$ cat src/rtl/vmin_pkg.sv
package vmin_pkg;
   typedef enum logic [1:0] {
      SK_IDLE   = 2'd0,
      SK_SETTLE = 2'd1,
      SK_TEST   = 2'd2,
      SK_DONE   = 2'd3
   } seek_state_t;
endpackage

$ cat src/rtl/vmin_settle_timer.sv
module vmin_settle_timer #(
   parameter int CNT_W = 16
) (
   input  logic             clk,
   input  logic             rst_n,
   input  logic             load_i,
   input  logic [CNT_W-1:0] load_val_i,
   output logic             expired_o
);
   logic [CNT_W-1:0] remain_q;

   if (CNT_W < 1) begin : g_bad_width
      $error("settle counter width must be positive");
   end

   always_ff @(posedge clk or negedge rst_n) begin
      if (!rst_n)
         remain_q <= '0;
      else if (load_i)
         remain_q <= load_val_i;
      else if (remain_q != '0)
         remain_q <= remain_q - 1'b1;
   end

   assign expired_o = (remain_q == '0);

   assert_timer_down_R3: assert property (@(posedge clk) disable iff (!rst_n)
      (!load_i && remain_q != '0) |=> (remain_q == $past(remain_q) - 1'b1));
endmodule

$ cat src/rtl/vmin_tick_counter.sv
module vmin_tick_counter #(
   parameter int TICKS = 2
) (
   input  logic clk,
   input  logic rst_n,
   input  logic clear_i,
   input  logic tick_i,
   output logic reached_o
);
   localparam int TW = $clog2(TICKS + 1);

   if (TICKS < 1) begin : g_bad_ticks
      $error("tick count must be at least one");
   end

   if (TICKS == 1) begin : g_single
      logic seen_q;
      always_ff @(posedge clk or negedge rst_n) begin
         if (!rst_n)       seen_q <= 1'b0;
         else if (clear_i) seen_q <= 1'b0;
         else if (tick_i)  seen_q <= 1'b1;
      end
      assign reached_o = seen_q;
   end else begin : g_multi
      logic [TW-1:0] cnt_q;
      always_ff @(posedge clk or negedge rst_n) begin
         if (!rst_n)
            cnt_q <= '0;
         else if (clear_i)
            cnt_q <= '0;
         else if (tick_i && cnt_q != TW'(TICKS))
            cnt_q <= cnt_q + 1'b1;
      end
      assign reached_o = (cnt_q == TW'(TICKS));

      assert_tick_bound_R4: assert property (@(posedge clk) disable iff (!rst_n)
         cnt_q <= TW'(TICKS));
      assert_tick_only_R4: assert property (@(posedge clk) disable iff (!rst_n)
         (!clear_i && !tick_i) |=> $stable(cnt_q));
   end
endmodule

$ cat src/rtl/vmin_code_stepper.sv
module vmin_code_stepper #(
   parameter int CODE_W   = 7,
   parameter int CODE_MIN = 0,
   parameter int CODE_MAX = 65
) (
   input  logic              clk,
   input  logic              rst_n,
   input  logic              init_i,
   input  logic              step_i,
   output logic [CODE_W-1:0] code_o,
   output logic              at_top_o
);
   localparam logic [CODE_W-1:0] LO = CODE_W'(CODE_MIN);
   localparam logic [CODE_W-1:0] HI = CODE_W'(CODE_MAX);

   if (CODE_MAX >= (1 << CODE_W) || CODE_MIN > CODE_MAX || CODE_MIN < 0) begin : g_bad_range
      $error("code range does not fit the code width");
   end

   logic [CODE_W-1:0] code_q;

   always_ff @(posedge clk or negedge rst_n) begin
      if (!rst_n)
         code_q <= LO;
      else if (init_i)
         code_q <= LO;
      else if (step_i && code_q != HI)
         code_q <= code_q + 1'b1;
   end

   assign code_o   = code_q;
   assign at_top_o = (code_q == HI);

   assert_code_step_R2: assert property (@(posedge clk) disable iff (!rst_n)
      !$stable(code_q) |-> (code_q == $past(code_q) + 1'b1) || (code_q == LO));
   assert_code_range_R2: assert property (@(posedge clk) disable iff (!rst_n)
      code_q >= LO && code_q <= HI);
endmodule

$ cat src/rtl/vmin_seeker.sv
module vmin_seeker #(
   parameter int CODE_W   = 7,
   parameter int CODE_MIN = 0,
   parameter int CODE_MAX = 65,
   parameter int SETTLE_W = 16,
   parameter int TICKS    = 2
) (
   input  logic                clk,
   input  logic                rst_n,
   input  logic                start_i,
   input  logic [SETTLE_W-1:0] settle_i,
   input  logic                tick_i,
   input  logic                capture_i,
   output logic [CODE_W-1:0]   vid_o,
   output logic                flop_rst_o,
   output logic                done_o,
   output logic                err_o,
   output logic [CODE_W-1:0]   code_o
);
   import vmin_pkg::*;

   localparam logic [CODE_W-1:0] HI = CODE_W'(CODE_MAX);

   seek_state_t       state_q, state_d;
   logic              t_load, t_expired;
   logic              k_clear, k_reached;
   logic              c_init, c_step, c_top;
   logic              done_q, err_q;
   logic [CODE_W-1:0] res_q;
   logic              accept, judge, pass, fail_last, fail_more;

   assign accept    = start_i && (state_q == SK_IDLE || state_q == SK_DONE);
   assign judge     = (state_q == SK_TEST) && k_reached;
   assign pass      = judge && capture_i;
   assign fail_last = judge && !capture_i && c_top;
   assign fail_more = judge && !capture_i && !c_top;

   assign t_load  = accept || fail_more;
   assign c_init  = accept;
   assign c_step  = fail_more;
   assign k_clear = (state_q != SK_TEST);

   vmin_settle_timer #(.CNT_W(SETTLE_W)) u_timer (
      .clk       (clk),
      .rst_n     (rst_n),
      .load_i    (t_load),
      .load_val_i(settle_i),
      .expired_o (t_expired)
   );

   vmin_tick_counter #(.TICKS(TICKS)) u_ticks (
      .clk      (clk),
      .rst_n    (rst_n),
      .clear_i  (k_clear),
      .tick_i   (tick_i),
      .reached_o(k_reached)
   );

   vmin_code_stepper #(
      .CODE_W  (CODE_W),
      .CODE_MIN(CODE_MIN),
      .CODE_MAX(CODE_MAX)
   ) u_code (
      .clk     (clk),
      .rst_n   (rst_n),
      .init_i  (c_init),
      .step_i  (c_step),
      .code_o  (vid_o),
      .at_top_o(c_top)
   );

   always_comb begin
      state_d = state_q;
      unique case (state_q)
         SK_IDLE, SK_DONE: if (accept) state_d = SK_SETTLE;
         SK_SETTLE:        if (t_expired) state_d = SK_TEST;
         SK_TEST: begin
            if (pass || fail_last) state_d = SK_DONE;
            else if (fail_more)    state_d = SK_SETTLE;
         end
         default: state_d = SK_IDLE;
      endcase
   end

   always_ff @(posedge clk or negedge rst_n) begin
      if (!rst_n) begin
         state_q <= SK_IDLE;
         done_q  <= 1'b0;
         err_q   <= 1'b0;
         res_q   <= CODE_W'(CODE_MIN);
      end else begin
         state_q <= state_d;
         if (accept) begin
            done_q <= 1'b0;
            err_q  <= 1'b0;
         end else if (pass) begin
            done_q <= 1'b1;
            res_q  <= vid_o;
         end else if (fail_last) begin
            done_q <= 1'b1;
            err_q  <= 1'b1;
            res_q  <= vid_o;
         end
      end
   end

   assign flop_rst_o = (state_q != SK_TEST);
   assign done_o     = done_q;
   assign err_o      = err_q;
   assign code_o     = res_q;

   assert_vid_settle_R3: assert property (@(posedge clk) disable iff (!rst_n)
      !$stable(vid_o) |-> flop_rst_o);
   assert_pass_match_R5: assert property (@(posedge clk) disable iff (!rst_n)
      (done_o && !err_o) |-> (code_o == vid_o));
   assert_err_top_R6: assert property (@(posedge clk) disable iff (!rst_n)
      err_o |-> (code_o == HI) && done_o);
   assert_done_reset_R8: assert property (@(posedge clk) disable iff (!rst_n)
      done_o |-> flop_rst_o);
   assert_busy_start_R7: assert property (@(posedge clk) disable iff (!rst_n)
      (start_i && state_q == SK_SETTLE) |=> (state_q != SK_IDLE));
endmodule

$ cat config.mk
export PLATFORM = sky130hd
export DESIGN_NAME = vmin_seeker
export DESIGN_NICKNAME = d
export VERILOG_FILES = /design/src/rtl/vmin_pkg.sv /design/src/rtl/vmin_settle_timer.sv /design/src/rtl/vmin_tick_counter.sv /design/src/rtl/vmin_code_stepper.sv /design/src/rtl/vmin_seeker.sv
export SDC_FILE = /design/constraint.sdc
export NUM_CORES = 1
export LEC_CHECK = 0
export BUFFER_PORTS_ARGS = -buffer_cell sky130_fd_sc_hd__buf_4
export CAP_MARGIN = 30
export CORE_MARGIN = 2
export CORE_UTILIZATION = 40
export CTS_CLUSTER_SIZE = 28
export DETAILED_ROUTE_END_ITERATION = 10
export MAX_ROUTING_LAYER = met4
export SYNTH_ARGS = -nofsm -noshare
export SYNTH_HDL_FRONTEND = slang
export SYNTH_SLANG_ARGS = --single-unit
$ cat constraint.sdc
create_clock -name clk -period 1.85 [get_ports clk]
set_input_delay 0.2775 -clock clk [delete_from_list [all_inputs] [get_ports clk]]
set_output_delay 0.2775 -clock clk [all_outputs]
set_load 0.03 [all_outputs]
-- Word level (Yosys, flattened, before mapping)
Index checks and enable logic that the tools add are counted.
- equal/unequal tests: 12
- bitwise logic cells: 1
- reduce and logical (&&, ||, !) cells: 26
- add/subtract/negate cells: 3
- mux-type cells: 18
- operators with widths (operator ; count):
    two-way mux 16 bit ; 2
    two-way mux 7 bit ; 4
    zero test 16 bit ; 1
    nonzero test 16 bit ; 1
    subtractor 16 x 1 -> 16 bit, second input constant ; 1
    two-way mux 2 bit ; 6
    != test 2 bit, second input constant ; 5
    nonzero test 2 bit ; 5
    logical AND 1 bit ; 8
    adder 7 x 1 -> 7 bit, second input constant ; 1
    == test 7 bit, second input constant ; 1
    != test 7 bit, second input constant ; 1
    == test 2 bit, second input constant ; 3
    case mux 2 bit (3 select lines) ; 1
    two-way mux 1 bit ; 5
    AND reduction 2 bit ; 2
    logical OR 1 bit ; 3
    != test 3 x 2 -> 1 bit, second input constant ; 1
    AND reduction 3 bit ; 1
    nonzero test 3 bit ; 1
    adder 2 x 1 -> 2 bit, second input constant ; 1
    == test 2 x 1 -> 1 bit, second input constant ; 1
    zero test 1 bit ; 2
    zero test 2 bit ; 1
    other kinds (2) ; 2
- word-level logic and storage cells: 67
- bits in registers: 36
- bits of input ports: 21
- output and inout bits: 17

-- Longest topological paths before layout
Gate-level depths: netlist of run 1.
- depth after elaboration: 7
- depth in mapped cells: 8
- gate-level depth less buffers: 6

-- Hierarchy
Synthesis of run 1 repeated with hierarchy kept, for this count alone.
- cell total of the unflattened synthesis: 200
- area total of the unflattened synthesis: 2083.2 um^2
- by module, submodules not included (module ; sequential area each (um^2) ; area an instance (um^2) ; times used ; cells each):
    vmin_settle_timer ; 400.4 ; 1006.0 ; 1 ; 104
    vmin_seeker ; 275.3 ; 541.8 ; 1 ; 42
    vmin_code_stepper ; 175.2 ; 405.4 ; 1 ; 43
    vmin_tick_counter ; 50.0 ; 130.1 ; 1 ; 11

-- Worst setup path after synthesis of run 1
Ideal clock, no wire load.
- kind: register to register
- from: register u_code.code_q[0] (netlist: u_code.code_o[0])
- to: register res_q[0] (netlist: code_o[0])
- slack: -0.306 ns
- data arrival time: 2.031 ns
- data required time: 1.725 ns
- period minus slack after synthesis: 2.156 ns
- setup time: 0.125 ns
- cell stages (with the launch flop): 7
- buffers on the path: 1
- cells stage by stage: dfrtp_1 ha_1 or4b_4 nor2_1 o2111a_1 buf_6 mux2_4
- cells in the longest elaborated chain, start to end: 4
- elaborated cells between the ends (all ways): 6
- those cells by class: eq/ne (1); mux (2); reduce/logical (3)
- ends and longest elaborated chain (element ; line ; source):
    start: declaration ; vmin_code_stepper.sv:20 ; logic [CODE_W-1:0] code_q;
    start signal: assignment ; vmin_code_stepper.sv:28 ; code_q <= code_q + 1'b1;
    == test 7 bit ; vmin_code_stepper.sv:32 ; assign at_top_o = (code_q == HI);
    logical AND 1 bit ; vmin_seeker.sv:35 ; assign fail_last = judge && !capture_i && c_top;
    nonzero test 2 bit (no line) ; - ;
    AND reduction 2 bit (no line) ; - ;
    end signal: assignment ; vmin_seeker.sv:90 ; res_q <= CODE_W'(CODE_MIN);
    end signal: assignment ; vmin_seeker.sv:98 ; res_q <= vid_o;
    end signal: assignment ; vmin_seeker.sv:102 ; res_q <= vid_o;
    end: declaration ; vmin_seeker.sv:29 ; logic [CODE_W-1:0] res_q;
Several ways; a longest one is shown, not always the timed one. The select of a mux whose other input is x is not followed.
A chain may end at the register's enable or synchronous reset.

-- Final worst setup path of run 1
- from: register u_code.code_q[1] (netlist: u_code.code_o[1])
- to: register res_q[1] (netlist: code_o[1])
Same word-level chain as after synthesis.

==> results of run 1 <==
## cells in the final DEF (no fill, tap or decap), types with 3 or more instances in the layout
cell type / netlist / routed
xnor2_1: 4 / 4
nand2_1: 16 / 16
buf_12: 0 / 3
a31oi_1: 11 / 5
o21ai_0: 4 / 4
mux2i_1: 6 / 6
a31oi_4: 0 / 6
dfrtp_1: 36 / 34
nor3_1: 4 / 4
or3_1: 9 / 8
mux2_4: 9 / 9
nor2_1: 17 / 16
clkbuf_8: 0 / 6
inv_1: 10 / 9
buf_6: 4 / 3
ha_1: 7 / 6
buf_4: 0 / 74
a21oi_1: 23 / 22
nand3_1: 4 / 4
nand4_1: 4 / 4
## cells in the mapped netlist, types with 2 or more instances
| cell | n | area [um^2] |
|---|---|---|
| mux2i_1 | 6 | 60.1 |
| a31oi_1 | 11 | 68.8 |
| dfrtp_1 | 36 | 901 |
| inv_1 | 10 | 37.5 |
| ha_1 | 7 | 87.6 |
| nor2_1 | 17 | 63.8 |
| nand2b_1 | 2 | 12.5 |
| or3_1 | 9 | 56.3 |
| nor4_2 | 3 | 37.5 |
| nor4_1 | 2 | 12.5 |
| nand4_1 | 4 | 25.0 |
| mux2_4 | 9 | 135 |
| xnor2_1 | 4 | 35.0 |
| nand3_1 | 4 | 20.0 |
| and2_1 | 2 | 12.5 |
| o211ai_1 | 2 | 15.0 |
| nand2_1 | 16 | 60.1 |
| nor3_1 | 4 | 20.0 |
| xor2_1 | 2 | 17.5 |
| buf_6 | 4 | 45.0 |
| o21ai_0 | 4 | 20.0 |
| nand4b_1 | 2 | 17.5 |
| a21oi_1 | 23 | 115 |
## registers in the layout (all words and copies together) (netlist names)
signal,flops
done_o,1
u_code.code_o,7
err_o,1
code_o,7
u_ticks.g_multi.cnt_q,2
state_q,2
u_timer.remain_q,16
## cell families (layout without fill, tap and decap cells)
family | Yosys count | count (layout) | share of synthesized area
compound gates | 50 | 50 | 0.148
flops | 36 | 36 | 0.431
xor+xnor | 6 | 6 | 0.0251
simple gates | 76 | 77 | 0.208
mux | 15 | 15 | 0.0933
fa+ha+maj | 7 | 7 | 0.0419
buf+inv | 18 | 99 | 0.0526
## worst max path at each step
stage / startpoint / end / slack [ns]
2_1_floorplan: u_code.code_o[1]$_DFFE_PN0P_ / code_o[0]$_DFFE_PN0P_ / -0.21
3_3_place_gp: u_code.code_o[1]$_DFFE_PN0P_ / code_o[6]$_DFFE_PN0P_ / -0.1
3_5_place_dp: u_code.code_o[1]$_DFFE_PN0P_ / code_o[1]$_DFFE_PN0P_ / -0.14
4_1_cts: u_code.code_o[1]$_DFFE_PN0P_ / code_o[1]$_DFFE_PN0P_ / -0.14
5_1_grt: u_code.code_o[1]$_DFFE_PN0P_ / code_o[5]$_DFFE_PN0P_ / -0.17
6_report: u_code.code_o[1]$_DFFE_PN0P_ / code_o[1]$_DFFE_PN0P_ / -0.11
## metal layers
layer | share of wire | global-route usage | vias to the layer above
met5 | 0 | - | -
met4 | 0.013 | 0.0600 | 0
met3 | 0.032 | 0.0344 | 7
met2 | 0.50 | 0.304 | 37
met1 | 0.45 | 0.223 | 923
li1 | - | - | 923
## area by class of cell
class	count	area (um^2)	share of cell area
Multi-Input combinational cell	155	1250	0.413
Sequential cell	36	903	0.298
Timing Repair Buffer	81	659	0.217
Tap cell	70	87.6	0.0289
Clock buffer	7	86.3	0.0285
Inverter	10	37.5	0.0124
Clock inverter	1	7.51	0.00247
## stage by stage
stage | setup TNS [ns] | area [um^2] | hold WS [ns]
5_1_grt | -2.11 | 3030 | 0.203
2_1_floorplan | -2.90 | 2110 | -0.0181
3_5_place_dp | -1.64 | 2720 | 0.271
6_report | -0.874 | 3030 | 0.208
4_1_cts | -0.918 | 2840 | 0.203
3_3_place_gp | -1.10 | 2720 | 0.269
## report_power, final
part	switching, mW	internal [mW]	leakage [nW]
sequential	0.144	0.972	0.451
clock	0.303	0.303	0.0445
combinational	0.698	0.770	0.863
## timing repair
action	CTS	global route
hold endpoints to repair	36	0
setup buffers	1	1
gates cloned	0	1
setup endpoints to repair	24	24
pin swaps	1	6
hold buffers	1	0
resized for setup	7	24
==> impl_metrics.yaml, run 1 <==
status:
  status: "finished with violations"
  violations: "setup timing"
logic_synthesis:
  syn_inst: 208
  synth-main-ff-cell: "dfrtp_1"
  netlist_area_um2: 2090
  yosysSeqAreaShare: 0.431
  syn_nets: 236
  synth_seq_cells: 36
  avgSynthCellArea_um2: 10.1
  synth_cell_types: 48
  synth_edf_count: 0
  synth-async-reset-ratio: 1.00
  yosysWarnings: 0
sta:
  relSlewSlack: 0.696
  max_freq_mhz: 509
  hold_violations: 0
  finClkSkew_ns: 0.00702
  worst_pin_slew_ns: 0.455
  setup_ws_ns: -0.114
  rsz0062_at_grt: "true"
  fin_crit_sh: 1.06
  fin_crit_ns: 1.96
  final-setup-viol-count: 10
  slew_viol_final: 0
job:
  maxCapViolCount: 0
setup_path:
  path_class: "reg2reg"
  endpoint_kind: "register"
  path_buf_inv: 2
  crit_slowest_cell: "or4b_4"
  timing.critical_path.arrival_ns: 2.14
  rr_worst_depth: 7
  cp.depth: 7
  reg2reg_slack_ns: -0.11
  path_cells: "inv_2 -> ha_1 -> or4b_4 -> nor2_4 -> o2111a_1 -> buf_12 -> mux2_4"
  reg2reg_to: "code_o[1]$_DFFE_PN0P_"
  cp.required_ns: 2.03
  r2r_start: "u_code.code_o[1]$_DFFE_PN0P_"
  crit_fanout: 7
  start_kind: "register"
  cp_top_family: "simple AND/OR/NAND/NOR gates"
  crit_path_max_incr_delay_ns: 0.50
cells_and_area:
  fin_util: 0.598
  antenna_cells: 0
  nets: 317
  fillers: 473
  stdcell_count: 360
  syn_to_final_growth_pct: 45.0
  layout-drive-gt1-share: 0.428
min_path:
  holdPathEnd: "u_timer.remain_q[1]$_DFFE_PN0P_"
  hp-class: "in2reg"
  min_path_cells: 2
  hold_start: "settle_i[1]"
cts:
  root_buffer: "clkbuf_8"
  clock_path_buffers: 2
  numCtsBuffers: 5
  cts_tree: "yes"
  cts.sinks: 36
  clk_pin_slew_ns: 0.08
  clock_latency_ns: 0.29
  cts-htree-levels: 2
detailed_routing:
  vias: 1890
  firstDrtPassIters: 4
  wl_um: 5070
  antenna_left: 0
  route.detailed.drc: 0
  routedWlPerCell_um: 14.1
  via_per_inst: 5.25
  drtIter0Drc: 45
power:
  powerDensity_nw_per_um2: 1050
  vdd_drop_max_mv: 0.746
  p_leak_nw: 1.36
  finalPower_mw: 3.19
place:
  dp_hpwl_um: 3520
  placed_cells: 348
  gp_congestion: 0.808
  portBuffers: 37
  pre_cts_ws_ns: -0.139
floorplan:
  boundaryPins: 38
  rows: 26
  core_um2: 5070
  die_area_um2: 5820
  die_h_um: 76.3
  initial_core_util: 0.412
  dieWidth_um: 76.3
global_routing:
  grt_pass1_vias: 1802
  grt_pass1_wl_um: 8360
  gr-usage-all-layers: 0.182
  antenna_found_initial: 0
  grt_overflow: 0
  grt_max_degree: 37
Note: power is estimated with default switching activity, not from simulation.
==> run 2: changes to the inputs <==
SETUP_SLACK_MARGIN = 0.15   (was not set)
==> run 2 against run 1 <==
- the flow still finishes with violations (setup timing)
- total power grew 1.3%
- non-clock buffer count grew 5
- hold slack gained 0.0075 ns
- clock-buffer cell count shrank 2
- design area grew 3.6%
- clock skew shrank 0.0020 ns
- sequential power grew 4%
- critical endpoint is now u_timer.remain_q[1]$_DFFE_PN0P_
- largest cell class unchanged
- largest power group unchanged
==> impl_metrics.yaml, run 2 (same netlist as run 1, synthesis figures left out) <==
cts:
  root_buffer: "clkbuf_8"
  cts-htree-levels: 2
  cts.sinks: 36
  cts_tree: "yes"
  numCtsBuffers: 5
  clk_pin_slew_ns: 0.08
  clock_latency_ns: 0.29
  clock_path_buffers: 2
cells_and_area:
  fin_area_um2: 3140
  largest_reg_flops: 16
  nets: 321
  syn_to_final_growth_pct: 50.2
  antenna_cells: 0
  layout-drive-gt1-share: 0.466
  most-common-layout-cells: "69 x buf_4, 34 x dfrtp_1, 16 x nor2_1, 16 x nand2_1, 16 x a21oi_1"
  layout_commonest_cell: "buf_4"
  largest_register: "u_timer.remain_q"
  fillers: 453
floorplan:
  dieWidth_um: 76.3
  core_um2: 5070
  boundaryPins: 38
  rows: 26
  initial_core_util: 0.412
  die_h_um: 76.3
  die_area_um2: 5820
sta:
  hold_violations: 0
  finClkSkew_ns: 0.00500
  whs_ns: 0.215
  fin_crit_sh: 1.07
  relSlewSlack: 0.685
  final-setup-viol-count: 24
  rsz0062_at_grt: "true"
  setup_ws_ns: -0.124
  tns_ns: -1.54
  max_freq_mhz: 507
  fin_crit_ns: 1.97
  slew_viol_final: 0
  worst_pin_slew_ns: 0.473
detailed_routing:
  route.detailed.drc: 0
  via_per_inst: 5.13
  firstDrtPassIters: 4
  antenna_left: 0
  highest_layer: "met4"
  vias: 1869
  routedWlPerCell_um: 15.0
  wl_met1_um: 2330
  dr_wl_met3_um: 213
  drtIter0Drc: 64
  route.met2.wl_um: 2880
  wl_um: 5450
global_routing:
  gr-usage-all-layers: 0.195
  antenna_found_initial: 0
  grt_overflow: 0
  grt_pass1_wl_um: 8880
  grt_max_degree: 37
  grt_pass1_vias: 1850
power:
  vdd_drop_max_mv: 0.811
  finalPower_mw: 3.23
  p_leak_nw: 1.39
  powerDensity_nw_per_um2: 1030
setup_path:
  crit_path_max_incr_delay_ns: 0.50
  reg2reg_slack_ns: -0.12
  rr_worst_depth: 6
  crit_slowest_cell: "or4b_4"
  endpoint_kind: "register"
  crit_fanout: 4
  start_kind: "register"
  cp.required_ns: 2.03
  path_class: "reg2reg"
  reg2reg_to: "u_timer.remain_q[1]$_DFFE_PN0P_"
  path_cells: "inv_2 -> ha_4 -> or4b_4 -> o21ai_4 -> and2_4 -> mux2_4"
  r2r_start: "u_code.code_o[1]$_DFFE_PN0P_"
  timing.critical_path.arrival_ns: 2.15
min_path:
  hp-class: "in2reg"
  min_path_cells: 2
  holdPathEnd: "u_timer.remain_q[0]$_DFFE_PN0P_"
  hold_start: "settle_i[0]"
status:
  violations: "setup timing"
  status: "finished with violations"
place:
  portBuffers: 37
  gp_congestion: 0.844
  dp_hpwl_um: 3520
  placed_area_um2: 2660
job:
  maxCapViolCount: 0
[run 2: cell types whose count changed in the layout (fill, tap and decap cells not counted), sizes merged]
cell	previous run	this run
and4	2	1
buf	80	85
bufinv	0	1
clkbuf	7	5
clkinv	0	1
[run 2: worst max path at each step]
stage | start | to
2_1_floorplan | u_code.code_o[1]$_DFFE_PN0P_ | code_o[0]$_DFFE_PN0P_
4_1_cts | u_code.code_o[1]$_DFFE_PN0P_ | code_o[0]$_DFFE_PN0P_
3_5_place_dp | u_code.code_o[1]$_DFFE_PN0P_ | code_o[0]$_DFFE_PN0P_
5_1_grt | u_code.code_o[1]$_DFFE_PN0P_ | u_timer.remain_q[1]$_DFFE_PN0P_
6_report | u_code.code_o[1]$_DFFE_PN0P_ | u_timer.remain_q[1]$_DFFE_PN0P_
3_3_place_gp | u_code.code_o[1]$_DFFE_PN0P_ | code_o[6]$_DFFE_PN0P_
[run 2: final cells by class]
| type | count | area, um^2 | area share |
|---|---|---|---|
| repair buffers | 86 | 769 | 0.245 |
| multi-input cells | 154 | 1230 | 0.393 |
| flip-flops and latches | 36 | 903 | 0.287 |
| clock inverters | 3 | 42.5 | 0.0135 |
| clock buffers | 5 | 68.8 | 0.0219 |
| inverters | 10 | 37.5 | 0.0119 |
| well taps | 70 | 87.6 | 0.0279 |
[run 2: per-layer routing]
metal / track usage / up-vias
met3: 0.0391 / 4
met2: 0.342 / 46
met1: 0.237 / 893
li1: - / 926
met5: - / -
met4: 0.0327 / 0
[run 2: timing repair]
item | in CTS | in global routing
buffers inserted | 12 | 3
gates resized for setup | 27 | 22
endpoints found under the setup margin | 27 | 34
gates cloned | 2 | 0
hold buffers | 1 | 0
pin swaps | 9 | 12
endpoints found under the hold margin | 36 | 0
[run 2: critical path, delay by kind of cell (launching register included)]
| family | cells | cell delay (ns) |
|---|---|---|
| AOI/OAI and AO/OA | 1 | 0.24 |
| adders and majority gates | 1 | 0.11 |
| buffers and inverters | 1 | 0.06 |
| DFF | 1 | 0.41 |
| muxes | 1 | 0.30 |
| and+or+nand+nor | 2 | 0.74 |
[run 2: power by group]
group          switching [mW]  internal [mW]  leakage (nW)
clock network           0.304          0.399        0.0541
registers               0.195          0.971         0.451
logic                   0.639          0.723         0.889
[run 2: stage by stage]
stage | worst slack [ns] | std cells | utilization
floorplan | -0.212 | 208 | -
global placement | -0.0939 | 338 | 0.523
detailed placement | -0.127 | 338 | 0.523
CTS | -0.136 | 361 | 0.594
global route | -0.164 | 364 | 0.619
finish | -0.124 | 364 | 0.619
